--- config.mk ---
export PLATFORM = sky130hd
export DESIGN_NAME = adc_serial_fmt
export DESIGN_NICKNAME = d
export VERILOG_FILES = /design/src/rtl/adc_sfmt_pkg.sv /design/src/rtl/adc_sfmt_phase.sv /design/src/rtl/adc_sfmt_src.sv /design/src/rtl/adc_sfmt_ser.sv /design/src/rtl/adc_serial_fmt.sv
export SDC_FILE = /design/constraint.sdc
export NUM_CORES = 1
export LEC_CHECK = 0
export CORE_ASPECT_RATIO = 1.4
export CORE_MARGIN = 4
export CORE_UTILIZATION = 45
export CTS_BUF_LIST = sky130_fd_sc_hd__clkbuf_2
export DETAILED_ROUTE_END_ITERATION = 12
export DONT_BUFFER_PORTS = 1
export PLACE_DENSITY = 0.61
export SYNTH_ARGS = -nofsm -noshare
export SYNTH_HDL_FRONTEND = slang
export SYNTH_SLANG_ARGS = --single-unit
--- constraint.sdc ---
create_clock -name clk -period 8.1 [get_ports clk]
set_input_delay 2.43 -clock clk [delete_from_list [all_inputs] [get_ports clk]]
set_output_delay 2.43 -clock clk [all_outputs]
set_load 0.02 [all_outputs]
--- src/rtl/adc_sfmt_pkg.sv ---
package adc_sfmt_pkg;
  localparam int WORD_W = 14;
  localparam logic [WORD_W-1:0] FIXED_WORD = 14'b10100110001110;

  typedef enum logic [1:0] {
    SRC_LIVE  = 2'b00,
    SRC_FIXED = 2'b01,
    SRC_USER  = 2'b10,
    SRC_RSVD  = 2'b11
  } src_e;

  typedef struct packed {
    src_e src;
    logic single;
    logic stab;
    logic twos;
    logic skew;
    logic off_a;
    logic off_b;
  } ctrl_t;

  function automatic logic [WORD_W-1:0] fmt_live(input logic [WORD_W-1:0] s, input logic twos);
    fmt_live = twos ? s : {~s[WORD_W-1], s[WORD_W-2:0]};
  endfunction

  function automatic logic [WORD_W-1:0] pick_word(input src_e src, input logic twos,
                                                  input logic [WORD_W-1:0] s,
                                                  input logic [WORD_W-1:0] u);
    case (src)
      SRC_FIXED: pick_word = FIXED_WORD;
      SRC_USER:  pick_word = u;
      default:   pick_word = fmt_live(s, twos);
    endcase
  endfunction
endpackage

--- src/rtl/adc_sfmt_phase.sv ---
module adc_sfmt_phase #(
  parameter int W = 14,
  localparam int PW = $clog2(W)
) (
  input  logic          clk,
  input  logic          rst_n,
  output logic [PW-1:0] phase,
  output logic          frame,
  output logic          load
);
  localparam logic [PW-1:0] LAST = PW'(W - 1);

  always_ff @(posedge clk or negedge rst_n) begin
    if (!rst_n)           phase <= '0;
    else if (phase == LAST) phase <= '0;
    else                  phase <= phase + 1'b1;
  end

  assign frame = (phase == '0);
  assign load  = (phase == LAST);
endmodule

--- src/rtl/adc_sfmt_src.sv ---
module adc_sfmt_src
  import adc_sfmt_pkg::*;
#(
  parameter int W = WORD_W
) (
  input  logic         clk,
  input  logic         rst_n,
  input  logic         load,
  input  logic         valid,
  input  logic [W-1:0] sample,
  input  src_e         src,
  input  logic         twos,
  input  logic [W-1:0] upat,
  output logic [W-1:0] word
);
  logic [W-1:0] hold;

  always_ff @(posedge clk or negedge rst_n) begin
    if (!rst_n) begin
      hold <= '0;
      word <= '0;
    end else begin
      if (valid) hold <= sample;
      if (load)  word <= pick_word(src, twos, hold, upat);
    end
  end
endmodule

--- src/rtl/adc_sfmt_ser.sv ---
module adc_sfmt_ser #(
  parameter int W = 14,
  localparam int PW = $clog2(W),
  localparam int HALF = W / 2
) (
  input  logic          clk,
  input  logic          rst_n,
  input  logic [W-1:0]  word,
  input  logic [PW-1:0] phase,
  input  logic          single,
  input  logic          skew,
  input  logic          off,
  output logic          hi_raw,
  output logic          hi,
  output logic          lo,
  output logic          lo_oe
);
  localparam logic [PW-1:0] TOP = PW'(W - 1);
  localparam logic [PW-1:0] MID = PW'(HALF - 1);

  logic [PW-1:0] slot;
  logic          lo_bit;
  logic          hi_dly;
  logic          use_skew;

  assign slot = phase >> 1;

  always_comb begin
    if (single) begin
      hi_raw = word[TOP - phase];
      lo_bit = 1'b0;
    end else begin
      hi_raw = word[TOP - slot];
      lo_bit = word[MID - slot];
    end
  end

  always_ff @(posedge clk or negedge rst_n) begin
    if (!rst_n) hi_dly <= 1'b0;
    else        hi_dly <= hi_raw;
  end

  assign use_skew = skew & ~single;
  assign hi    = off ? 1'b0 : (use_skew ? hi_dly : hi_raw);
  assign lo    = (off | single) ? 1'b0 : lo_bit;
  assign lo_oe = ~single;
endmodule

--- src/rtl/adc_serial_fmt.sv ---
module adc_serial_fmt
  import adc_sfmt_pkg::*;
#(
  parameter int W = WORD_W,
  parameter int CH = 2,
  localparam int PW = $clog2(W),
  localparam int UHI = W - 8
) (
  input  logic          clk,
  input  logic          rst_n,
  input  logic [7:0]    ctrl_reg,
  input  logic [UHI-1:0] upat_hi,
  input  logic [7:0]    upat_lo,
  input  logic          samp_valid,
  input  logic [W-1:0]  samp_a,
  input  logic [W-1:0]  samp_b,
  output logic [CH-1:0] lane_hi,
  output logic [CH-1:0] lane_lo,
  output logic [CH-1:0] lane_lo_oe,
  output logic          frame
);
  ctrl_t         cfg;
  logic [PW-1:0] phase;
  logic          load_evt;
  logic [W-1:0]  upat;
  logic [W-1:0]  samp   [CH];
  logic [CH-1:0] off_ch;
  logic [CH-1:0] hi_raw_w;
  logic          stab_unused;

  assign cfg  = ctrl_t'(ctrl_reg);
  assign upat = {upat_hi, upat_lo};
  assign samp[0] = samp_a;
  assign samp[1] = samp_b;
  assign off_ch  = {cfg.off_b, cfg.off_a};
  assign stab_unused = cfg.stab;

  adc_sfmt_phase #(.W(W)) u_phase (
    .clk(clk), .rst_n(rst_n), .phase(phase), .frame(frame), .load(load_evt)
  );

  for (genvar c = 0; c < CH; c++) begin : g_ch
    logic [W-1:0] word;

    adc_sfmt_src #(.W(W)) u_src (
      .clk(clk), .rst_n(rst_n), .load(load_evt), .valid(samp_valid),
      .sample(samp[c]), .src(cfg.src), .twos(cfg.twos), .upat(upat), .word(word)
    );

    adc_sfmt_ser #(.W(W)) u_ser (
      .clk(clk), .rst_n(rst_n), .word(word), .phase(phase),
      .single(cfg.single), .skew(cfg.skew), .off(off_ch[c]),
      .hi_raw(hi_raw_w[c]), .hi(lane_hi[c]), .lo(lane_lo[c]), .lo_oe(lane_lo_oe[c])
    );
  end
endmodule

==> results of run 1 <==
## per-stage QoR
| stage | setup WS, ns | power [mW] | util, % | std cells |
|---|---|---|---|---|
| global placement | 2.28 | 0.469 | 46.2 | 412 |
| global route | 1.92 | 0.684 | 47.5 | 428 |
| finish | 2.19 | 0.647 | 47.5 | 428 |
| detailed placement | 2.28 | 0.473 | 46.2 | 412 |
| floorplan | 2.25 | 0.451 | - | 337 |
| CTS | 2.11 | 0.656 | 47.5 | 428 |
## power by group
group	internal (mW)	leakage, nW	switching, mW
logic	0.0518	0.869	0.0398
registers	0.343	0.735	0.0314
clock network	0.0715	0.0670	0.109
## sequential cells by signal, summed over array words and instances, names as in the netlist
name	cells
u_phase.phase	4
g_ch.u_src.word	28
g_ch.u_ser.hi_dly	2
g_ch.u_src.hold	28
## layout make-up
class	instances	area (sq um)	share of cell area, %
clock buffer	11	55.1	1.49
clock inverter	5	50.0	1.35
sequential	62	1550	41.9
inverter	10	38.8	1.05
timing repair buffer	4	30.0	0.811
multi-input combinational	236	1850	50.1
tap	100	125	3.38
## routing by layer
layer	wire (um)	vias up	global-route usage [%]
met1	3350	1165	20.8
met2	3760	57	27.0
met5	0	-	0
li1	-	1189	-
met3	402	14	4.03
met4	170	0	9.12
## critical path, stage by stage (launching register included)
cell and delay [ns]:
dfrtp_1 0.35, buf_4 0.40, clkinv_2 0.32, ha_1 0.55, or2b_2 0.39, o22a_1 0.23
o221a_2 0.26, a2bb2oi_1 0.22, o21a_1 0.28
## placed cells by master (no fill, tap or decap), types with 2 or more instances in the layout
master / instances
a2111oi_1: 2
nor2_1: 6
xnor2_1: 2
nand2_1: 35
clkinv_1: 2
inv_1: 9
buf_4: 4
mux2_2: 30
a211oi_1: 6
nand2b_1: 3
mux2i_1: 20
a21oi_1: 9
o22ai_1: 2
o21ai_0: 19
nor3_1: 7
o31ai_1: 13
nand3_1: 2
or2_2: 2
o21a_1: 3
clkbuf_2: 11
clkinv_2: 2
dfrtp_1: 62
nor4_1: 3
ha_1: 10
and2_1: 5
a22oi_1: 14
mux4_2: 7
nor2b_1: 16
## logic make-up after synthesis
group / share of synthesized area [%]
simple gates: 12.1
compound gates: 14.7
flops: 42.8
mux: 19.2
buf+inv: 6.08
fa+ha+maj: 3.45
xor+xnor: 1.62
## final timing paths
check,start,end,slack (ns),cells past startpoint
worst min-delay path,g_ch[0].u_src.hold[7],g_ch[0].u_src.hold[7],0.53,1
max in group asynchronous,rst_n,g_ch[1].u_src.hold[2],6.38,0
worst min register to register,g_ch[0].u_src.hold[7],g_ch[0].u_src.hold[7],0.53,1
min in group asynchronous,rst_n,g_ch[0].u_src.word[7],1.61,0
worst max register to register,u_phase.phase[1],g_ch[0].u_ser.hi_dly,5.28,7
worst max-delay path,u_phase.phase[1],lane_hi[0],2.19,8
==> impl_metrics.json, run 1 <==
{
  "critPathKind": "register to output port",
  "hold_path_class": "register to register",
  "dpl-instance-area_sq_um": 3600,
  "max_cap_viol_count": 0,
  "startpoint_type": "register",
  "wl_per_cell_um": 17.9,
  "synth-edff-count": 0,
  "setup_viol_count_final": 0,
  "cts-root-buf": "clkbuf_2",
  "critical_path_arrival_ns": 3.48,
  "post_cts_resized": 0,
  "core_area_sq_um": 7800,
  "antenna_left": 0,
  "synth.most_common_cell": "dfrtp_1",
  "die-area_sq_um": 9570,
  "status": "finished, final reports clean",
  "tightest_slew_ns": 0.965,
  "row_count": 38,
  "cp.required_ns": 5.67,
  "p_per_area_nw_per_um2": 175,
  "synth_top_area_cell": "dfrtp_1",
  "cts_hold_buf": 0,
  "drv_slew": 0,
  "synth_area_sq_um": 3620,
  "layout.nets": 386,
  "start_util_pct": 46.5,
  "overflow": 0,
  "fillers": 744,
  "htreeDepth": 3,
  "setup_tns_ns": 0,
  "finalHoldViolations": 0,
  "clk_pin_slew_ns": 0.17,
  "fin_area_sq_um": 3700,
  "synth_area_leaders": "dfrtp_1 (43%), mux2_2 (9.3%), mux2i_1 (5.5%), mux4_2 (4.4%), nand2_1 (3.6%)",
  "syn_inst": 337,
  "end_kind": "output port",
  "drc_errors": 0,
  "finClkSkew_ns": 0.0278,
  "grt_start_max_net_pins": 63,
  "viasPerCell": 5.67,
  "cts_inserted_buffers": 9,
  "synthDistinctLibCells": 49,
  "crit_path_max_fanout": 37,
  "synth_fp_nets": 400,
  "fin_crit_sh_pct": 73.0,
  "num_io_pins": 60,
  "vdd_drop_max_mv": 0.119,
  "yosys_warnings": 0,
  "grt_pass1_wl_um": 12600,
  "timing.hold.ws_ns": 0.532,
  "clock_latency_ns": 0.49,
  "port-buffer-count": 0,
  "die_x_um": 83.8,
  "ys_top_cells_by_count": "dfrtp_1 (62), nand2_1 (35), mux2_2 (30)",
  "firstDrtPassIters": 5,
  "routed_wl_um": 7680,
  "post_cts_buffers": 0,
  "p_leak_nw": 1.67,
  "numClockSinks": 62,
  "relSlewSlack_pct": 35.5,
  "die_h_um": 114,
  "fmax_mhz": 169,
  "area_growth_pct": 2.24,
  "vias": 2425,
  "antenna_found_initial": 0,
  "period_needed_ns": 5.91,
  "routabilityCongestion": 0.897,
  "grt_pass1_vias": 2557,
  "synthFlopType": "dfrtp_1",
  "clock_path_buffers": 2,
  "dp_hpwl_um": 5690,
  "synthArstFlopShare_pct": 100,
  "netlist.area_leader.share_pct": 42.8,
  "drt-initial-drc-count": 116,
  "syn_avg_cell_area_sq_um": 10.8,
  "grt_setup_unrepaired": "false",
  "synth_seq_cells": 62,
  "cts_tree": "built",
  "yosysSeqAreaShare_pct": 42.8,
  "grtUsageTotal_pct": 16.8,
  "post_route_cells_drive_above_1_share_pct": 19.8,
  "insertedDiodeCount": 0
}
Power figures use the tool's default switching activity.
==> run 2, diff against run 1 <==
ABC_AREA = 1   (was default)
clock period = 5.6 ns   (was 8.1 ns; I/O delays follow)
==> impl_metrics.json, run 2 <==
{
  "synthDistinctLibCells": 25,
  "max_stage_delay_ns": 0.74,
  "tightest_slew_ns": 1.03,
  "critPathKind": "register to output port",
  "synth_top_area_cell": "dfrtp_1",
  "die_h_um": 113,
  "num_io_pins": 60,
  "vdd_drop_max_mv": 0.189,
  "m1WireLength_um": 3510,
  "crit_start": "u_phase.phase[2]",
  "regToRegSetupSlack_ns": 3.40,
  "worstReg2RegEnd": "g_ch[0].u_ser.hi_dly",
  "layout.nets": 464,
  "die_x_um": 82.9,
  "hold-path-endpoint": "g_ch[0].u_src.hold[12]",
  "synth-edff-count": 0,
  "status": "finished, final reports clean",
  "p_per_area_nw_per_um2": 263,
  "final_cell_mix": "nand2_1 (82), dfrtp_1 (62), inv_1 (47)",
  "wl_per_cell_um": 16.1,
  "grtUsageTotal_pct": 18.3,
  "ys_top_cells_by_count": "nand2_1 (82), dfrtp_1 (62), inv_1 (47)",
  "finalHoldViolations": 0,
  "post_cts_buffers": 0,
  "setup_viol_count_final": 0,
  "area_growth_pct": 2.90,
  "fin_util_pct": 47.2,
  "htreeDepth": 3,
  "met2_length_um": 4000,
  "cp.required_ns": 3.92,
  "crit_path_max_fanout": 16,
  "cp_slowest_cell": "dfrtp_1",
  "clockPowerShare_pct": 32.2,
  "synth_fp_nets": 479,
  "firstDrtPassIters": 4,
  "synthFlopType": "dfrtp_1",
  "dpl-instance-area_sq_um": 3500,
  "max_cap_viol_count": 0,
  "routabilityCongestion": 0.821,
  "p_sw_mw": 0.262,
  "die-area_sq_um": 9350,
  "fin_crit_sh_pct": 83.1,
  "finClkSkew_ns": 0.0130,
  "hp-start": "g_ch[0].u_src.hold[12]",
  "cp_cell_sequence": "ha_1 -> inv_1 -> nand3_1 -> a21oi_1 -> o21ai_1 -> a31oi_1",
  "post_cts_resized": 0,
  "fillers": 818,
  "syn_avg_cell_area_sq_um": 8.49,
  "wl_met3_um": 501,
  "final_common_cell": "nand2_1",
  "antenna_found_initial": 0,
  "post_route_cells_drive_above_1_share_pct": 12.1,
  "routed_wl_um": 8160,
  "synth.most_common_cell": "nand2_1",
  "yosysSeqAreaShare_pct": 43.9,
  "row_count": 38,
  "grt_start_max_net_pins": 63,
  "total_power_mw": 0.957,
  "viasPerCell": 5.61,
  "r2r-start": "u_phase.phase[2]",
  "setup_tns_ns": 0,
  "grt_pass1_vias": 2864,
  "cts_tree": "built",
  "clk_pin_slew_ns": 0.17,
  "yosys_warnings": 0,
  "synth_area_leaders": "dfrtp_1 (44%), nand2_1 (8.7%), mux2_2 (8.3%), nand3_1 (5.9%), a21oi_1 (5.8%)",
  "overflow": 0,
  "critical_path_arrival_ns": 2.97,
  "clock_latency_ns": 0.47,
  "grt_setup_unrepaired": "false",
  "vias": 2840,
  "fin_area_sq_um": 3640,
  "r2r_cells": 9,
  "holdPathStages": 1,
  "top_regs": "g_ch.u_src.hold (28), g_ch.u_src.word (28), u_phase.phase (4)",
  "drv_slew": 0,
  "period_needed_ns": 4.65,
  "end_kind": "output port",
  "relSlewSlack_pct": 30.8,
  "cts-root-buf": "clkbuf_2",
  "highest_layer": "met4",
  "swShare_pct": 27.4,
  "timing.hold.ws_ns": 0.532,
  "grt_pass1_wl_um": 14000,
  "crit_buf_inv": 1,
  "drt-initial-drc-count": 220,
  "combPwrFrac_pct": 13.9,
  "start_util_pct": 45.9,
  "cts_hold_buf": 0,
  "p_leak_nw": 1.76,
  "fmax_mhz": 215,
  "dp_hpwl_um": 5920,
  "cts_inserted_buffers": 9,
  "hold_path_class": "register to register",
  "crit_family": "compound AO/OA/AOI/OAI gates",
  "numClockSinks": 62,
  "intPower_mw": 0.695,
  "insertedDiodeCount": 0,
  "seq_power_share_pct": 54.0,
  "antenna_left": 0,
  "clock_path_buffers": 2,
  "startpoint_type": "register",
  "netlist.area_leader.share_pct": 43.9,
  "core_area_sq_um": 7700,
  "drc_errors": 0,
  "synth_area_sq_um": 3530,
  "port-buffer-count": 0,
  "syn_inst": 416,
  "synth_seq_cells": 62,
  "synthArstFlopShare_pct": 100
}
[run 2: worst max-delay path by stage]
| stage | endpoint | slack (ns) | cells past startpoint |
|---|---|---|---|
| after global routing | lane_hi[0] | 0.64 | 9 |
| after detailed placement | lane_hi[0] | 1.21 | 5 |
| after CTS | lane_hi[0] | 0.90 | 9 |
| final | lane_lo[1] | 0.95 | 6 |
| after floorplan | lane_hi[0] | 1.65 | 6 |
| after global placement | lane_hi[1] | 1.22 | 5 |
[run 2: layout make-up]
class                      count  area [sq um]  area share [%]
clock inverter                 7          88.8            2.44
clock buffer                   9          45.0            1.24
sequential                    62          1550            42.7
tap                          100           125            3.44
multi-input combinational    276          1620            44.7
timing repair buffer           1          7.51           0.206
inverter                      51           194            5.33
[run 2: worst register-to-register path, delay by kind of cell, from the launching register on]
kind | cells | cell delay, ns
DFF | 1 | 0.74
adders and majority gates | 1 | 0.49
and+or+nand+nor | 5 | 0.42
buffers and inverters | 2 | 0.34
AOI/OAI and AO/OA | 1 | 0.14
[run 2: cells by family after synthesis]
logic type      count (synthesis)  share of synthesized area (%)
simple gates                  136                           16.3
compound gates                102                           17.1
buf+inv                        78                           10.1
flops                          62                           43.9
mux                            26                           8.29
fa+ha+maj                      10                           3.54
xor+xnor                        2                          0.708
[run 2: stage by stage]
stage          setup WS (ns)  cells
2_1_floorplan           1.65    416
3_3_place_gp            1.22    490
3_5_place_dp            1.21    490
4_1_cts                0.901    506
5_1_grt                0.640    506
6_report               0.947    506
[run 2: power by group through the flow]
stage                     logic (mW)  registers [mW]  clock network (mW)
after floorplan                0.115           0.519                   0
after global placement         0.129           0.524                   0
after detailed placement       0.133           0.526                   0
after CTS                      0.133           0.517               0.319
after global routing           0.152           0.523               0.338
final                          0.133           0.517               0.308
[run 2: routing by layer]
layer | global-route usage, % | up-vias
met2 | 29.7 | 87
met4 | 6.43 | 0
met3 | 5.54 | 12
met1 | 23.2 | 1373
met5 | 0 | -
li1 | - | 1368
==> run 3, diff against run 2 <==
ABC_AREA = 0   (was 1)
PLACE_DENSITY = 0.63   (was 0.61)
clock period = 4.15 ns   (was 5.6 ns; I/O delays follow)
==> impl_metrics.json, run 3 (synthesis results as in run 1) <==
{
  "hold_path_class": "primary input to asynchronous set/reset pin",
  "die-area_sq_um": 9570,
  "area_growth_pct": 4.70,
  "r2r-start": "u_phase.phase[1]",
  "drt-initial-drc-count": 126,
  "setup_tns_ns": 0,
  "fin_area_sq_um": 3790,
  "dp_hpwl_um": 5670,
  "grtUsageTotal_pct": 16.8,
  "fin_crit_sh_pct": 96.5,
  "die_x_um": 83.8,
  "overflow": 0,
  "seqCellArea_sq_um": 1550,
  "firstDrtPassIters": 4,
  "relSlewSlack_pct": 36.0,
  "final_common_cell": "dfrtp_1",
  "cts_tree": "built",
  "cts-root-buf": "clkbuf_2",
  "status": "finished, final reports clean",
  "cts_inserted_buffers": 9,
  "r2r_cells": 7,
  "core_area_sq_um": 7800,
  "place_inst": 414,
  "final_cell_mix": "dfrtp_1 (60), nand2_1 (35), mux2_2 (30)",
  "dpl-instance-area_sq_um": 3610,
  "end_kind": "output port",
  "insertedDiodeCount": 0,
  "period_needed_ns": 4.01,
  "startpoint_type": "register",
  "post_route_cells_drive_above_1_share_pct": 22.9,
  "numClockSinks": 62,
  "critPathKind": "register to output port",
  "finalHoldViolations": 0,
  "htreeDepth": 3,
  "routed_wl_um": 7770,
  "row_count": 38,
  "viasPerCell": 5.65,
  "clock_latency_ns": 0.50,
  "fmax_mhz": 250,
  "fin_util_pct": 48.7,
  "die_h_um": 114,
  "multi_input_area_sq_um": 1900,
  "fillers": 732,
  "layout.nets": 390,
  "cts_hold_buf": 0,
  "p_per_area_nw_per_um2": 333,
  "p_leak_nw": 1.70,
  "routabilityCongestion": 0.899,
  "tightest_slew_ns": 0.958,
  "vdd_drop_max_mv": 0.228,
  "drv_slew": 0,
  "num_io_pins": 60,
  "grt_pass1_wl_um": 12600,
  "layout.cells.non_filler": 432,
  "clock_path_buffers": 2,
  "antenna_left": 0,
  "cp.required_ns": 2.90,
  "crit_path_max_fanout": 36,
  "max_cap_viol_count": 0,
  "antenna_found_initial": 0,
  "worstReg2RegEnd": "g_ch[0].u_ser.hi_dly",
  "finClkSkew_ns": 0.0317,
  "drc_errors": 0,
  "top_regs": "g_ch.u_src.hold (28), g_ch.u_src.word (28), u_phase.phase (4)",
  "critical_path_arrival_ns": 2.76,
  "start_util_pct": 46.5,
  "grt_setup_unrepaired": "true",
  "setup_viol_count_final": 0,
  "clk_pin_slew_ns": 0.19,
  "port-buffer-count": 0,
  "grt_pass1_vias": 2495,
  "wl_per_cell_um": 18.0,
  "vias": 2440,
  "grt_start_max_net_pins": 63,
  "regToRegSetupSlack_ns": 2.05
}
==> run 3: worst max-delay path by stage <==
stage                     startpoint  depth (start not counted)  slack [ns]          to
floorplan           u_phase.phase[1]                         11        0.47  lane_hi[0]
CTS                 u_phase.phase[1]                          7      -0.006  lane_hi[0]
detailed placement  u_phase.phase[2]                          6        0.53  lane_hi[0]
finish              u_phase.phase[1]                          8        0.14  lane_hi[1]
global placement    u_phase.phase[1]                          7        0.56  lane_hi[1]
global route        u_phase.phase[1]                          7       -0.04  lane_hi[1]
==> run 3: area by class of cell <==
class                           count  share of cell area, %
Clock buffer                       11                   1.45
Clock inverter                      5                   1.32
Inverter                           10                   1.02
Multi-Input combinational cell    236                   50.2
Sequential cell                    62                   41.0
Tap cell                          100                   3.30
Timing Repair Buffer                8                   1.75
==> run 3: layer usage <==
metal / track usage, % / up-vias / wire length [um]
li1: - / 1196 / -
met1: 21.0 / 1159 / 3310
met2: 26.6 / 70 / 3810
met3: 5.40 / 15 / 470
met4: 7.94 / 0 / 181
met5: 0 / - / 0
==> run 3: through the flow <==
stage	power (mW)	setup WS, ns	hold slack [ns]
5_1_grt	1.33	-0.0381	0.342
2_1_floorplan	0.881	0.468	0.459
4_1_cts	1.28	-0.00597	0.350
3_3_place_gp	0.917	0.561	0.491
3_5_place_dp	0.924	0.526	0.497
6_report	1.26	0.144	0.410
==> run 3: worst max-delay path: stages, from the launching register on <==
cell and delay, ns:
dfrtp_1 0.43, clkbuf_8 0.26, ha_2 0.30, xnor2_4 0.29, buf_4 0.17, nand3_1 0.09, o21a_1 0.21, a32oi_2 0.25
o21a_1 0.26
==> run 3: report_power, final <==
group	internal, mW	switching, mW
Sequential	0.670	0.0606
Clock	0.139	0.214
Combinational	0.103	0.0780
Total	0.912	0.353
==> run 3: what timing repair did <==
item | in CTS | in global routing
buffers inserted | 0 | 2
pin swaps | 0 | 1
setup endpoints to repair | 4 | 4
resized for setup | 7 | 6
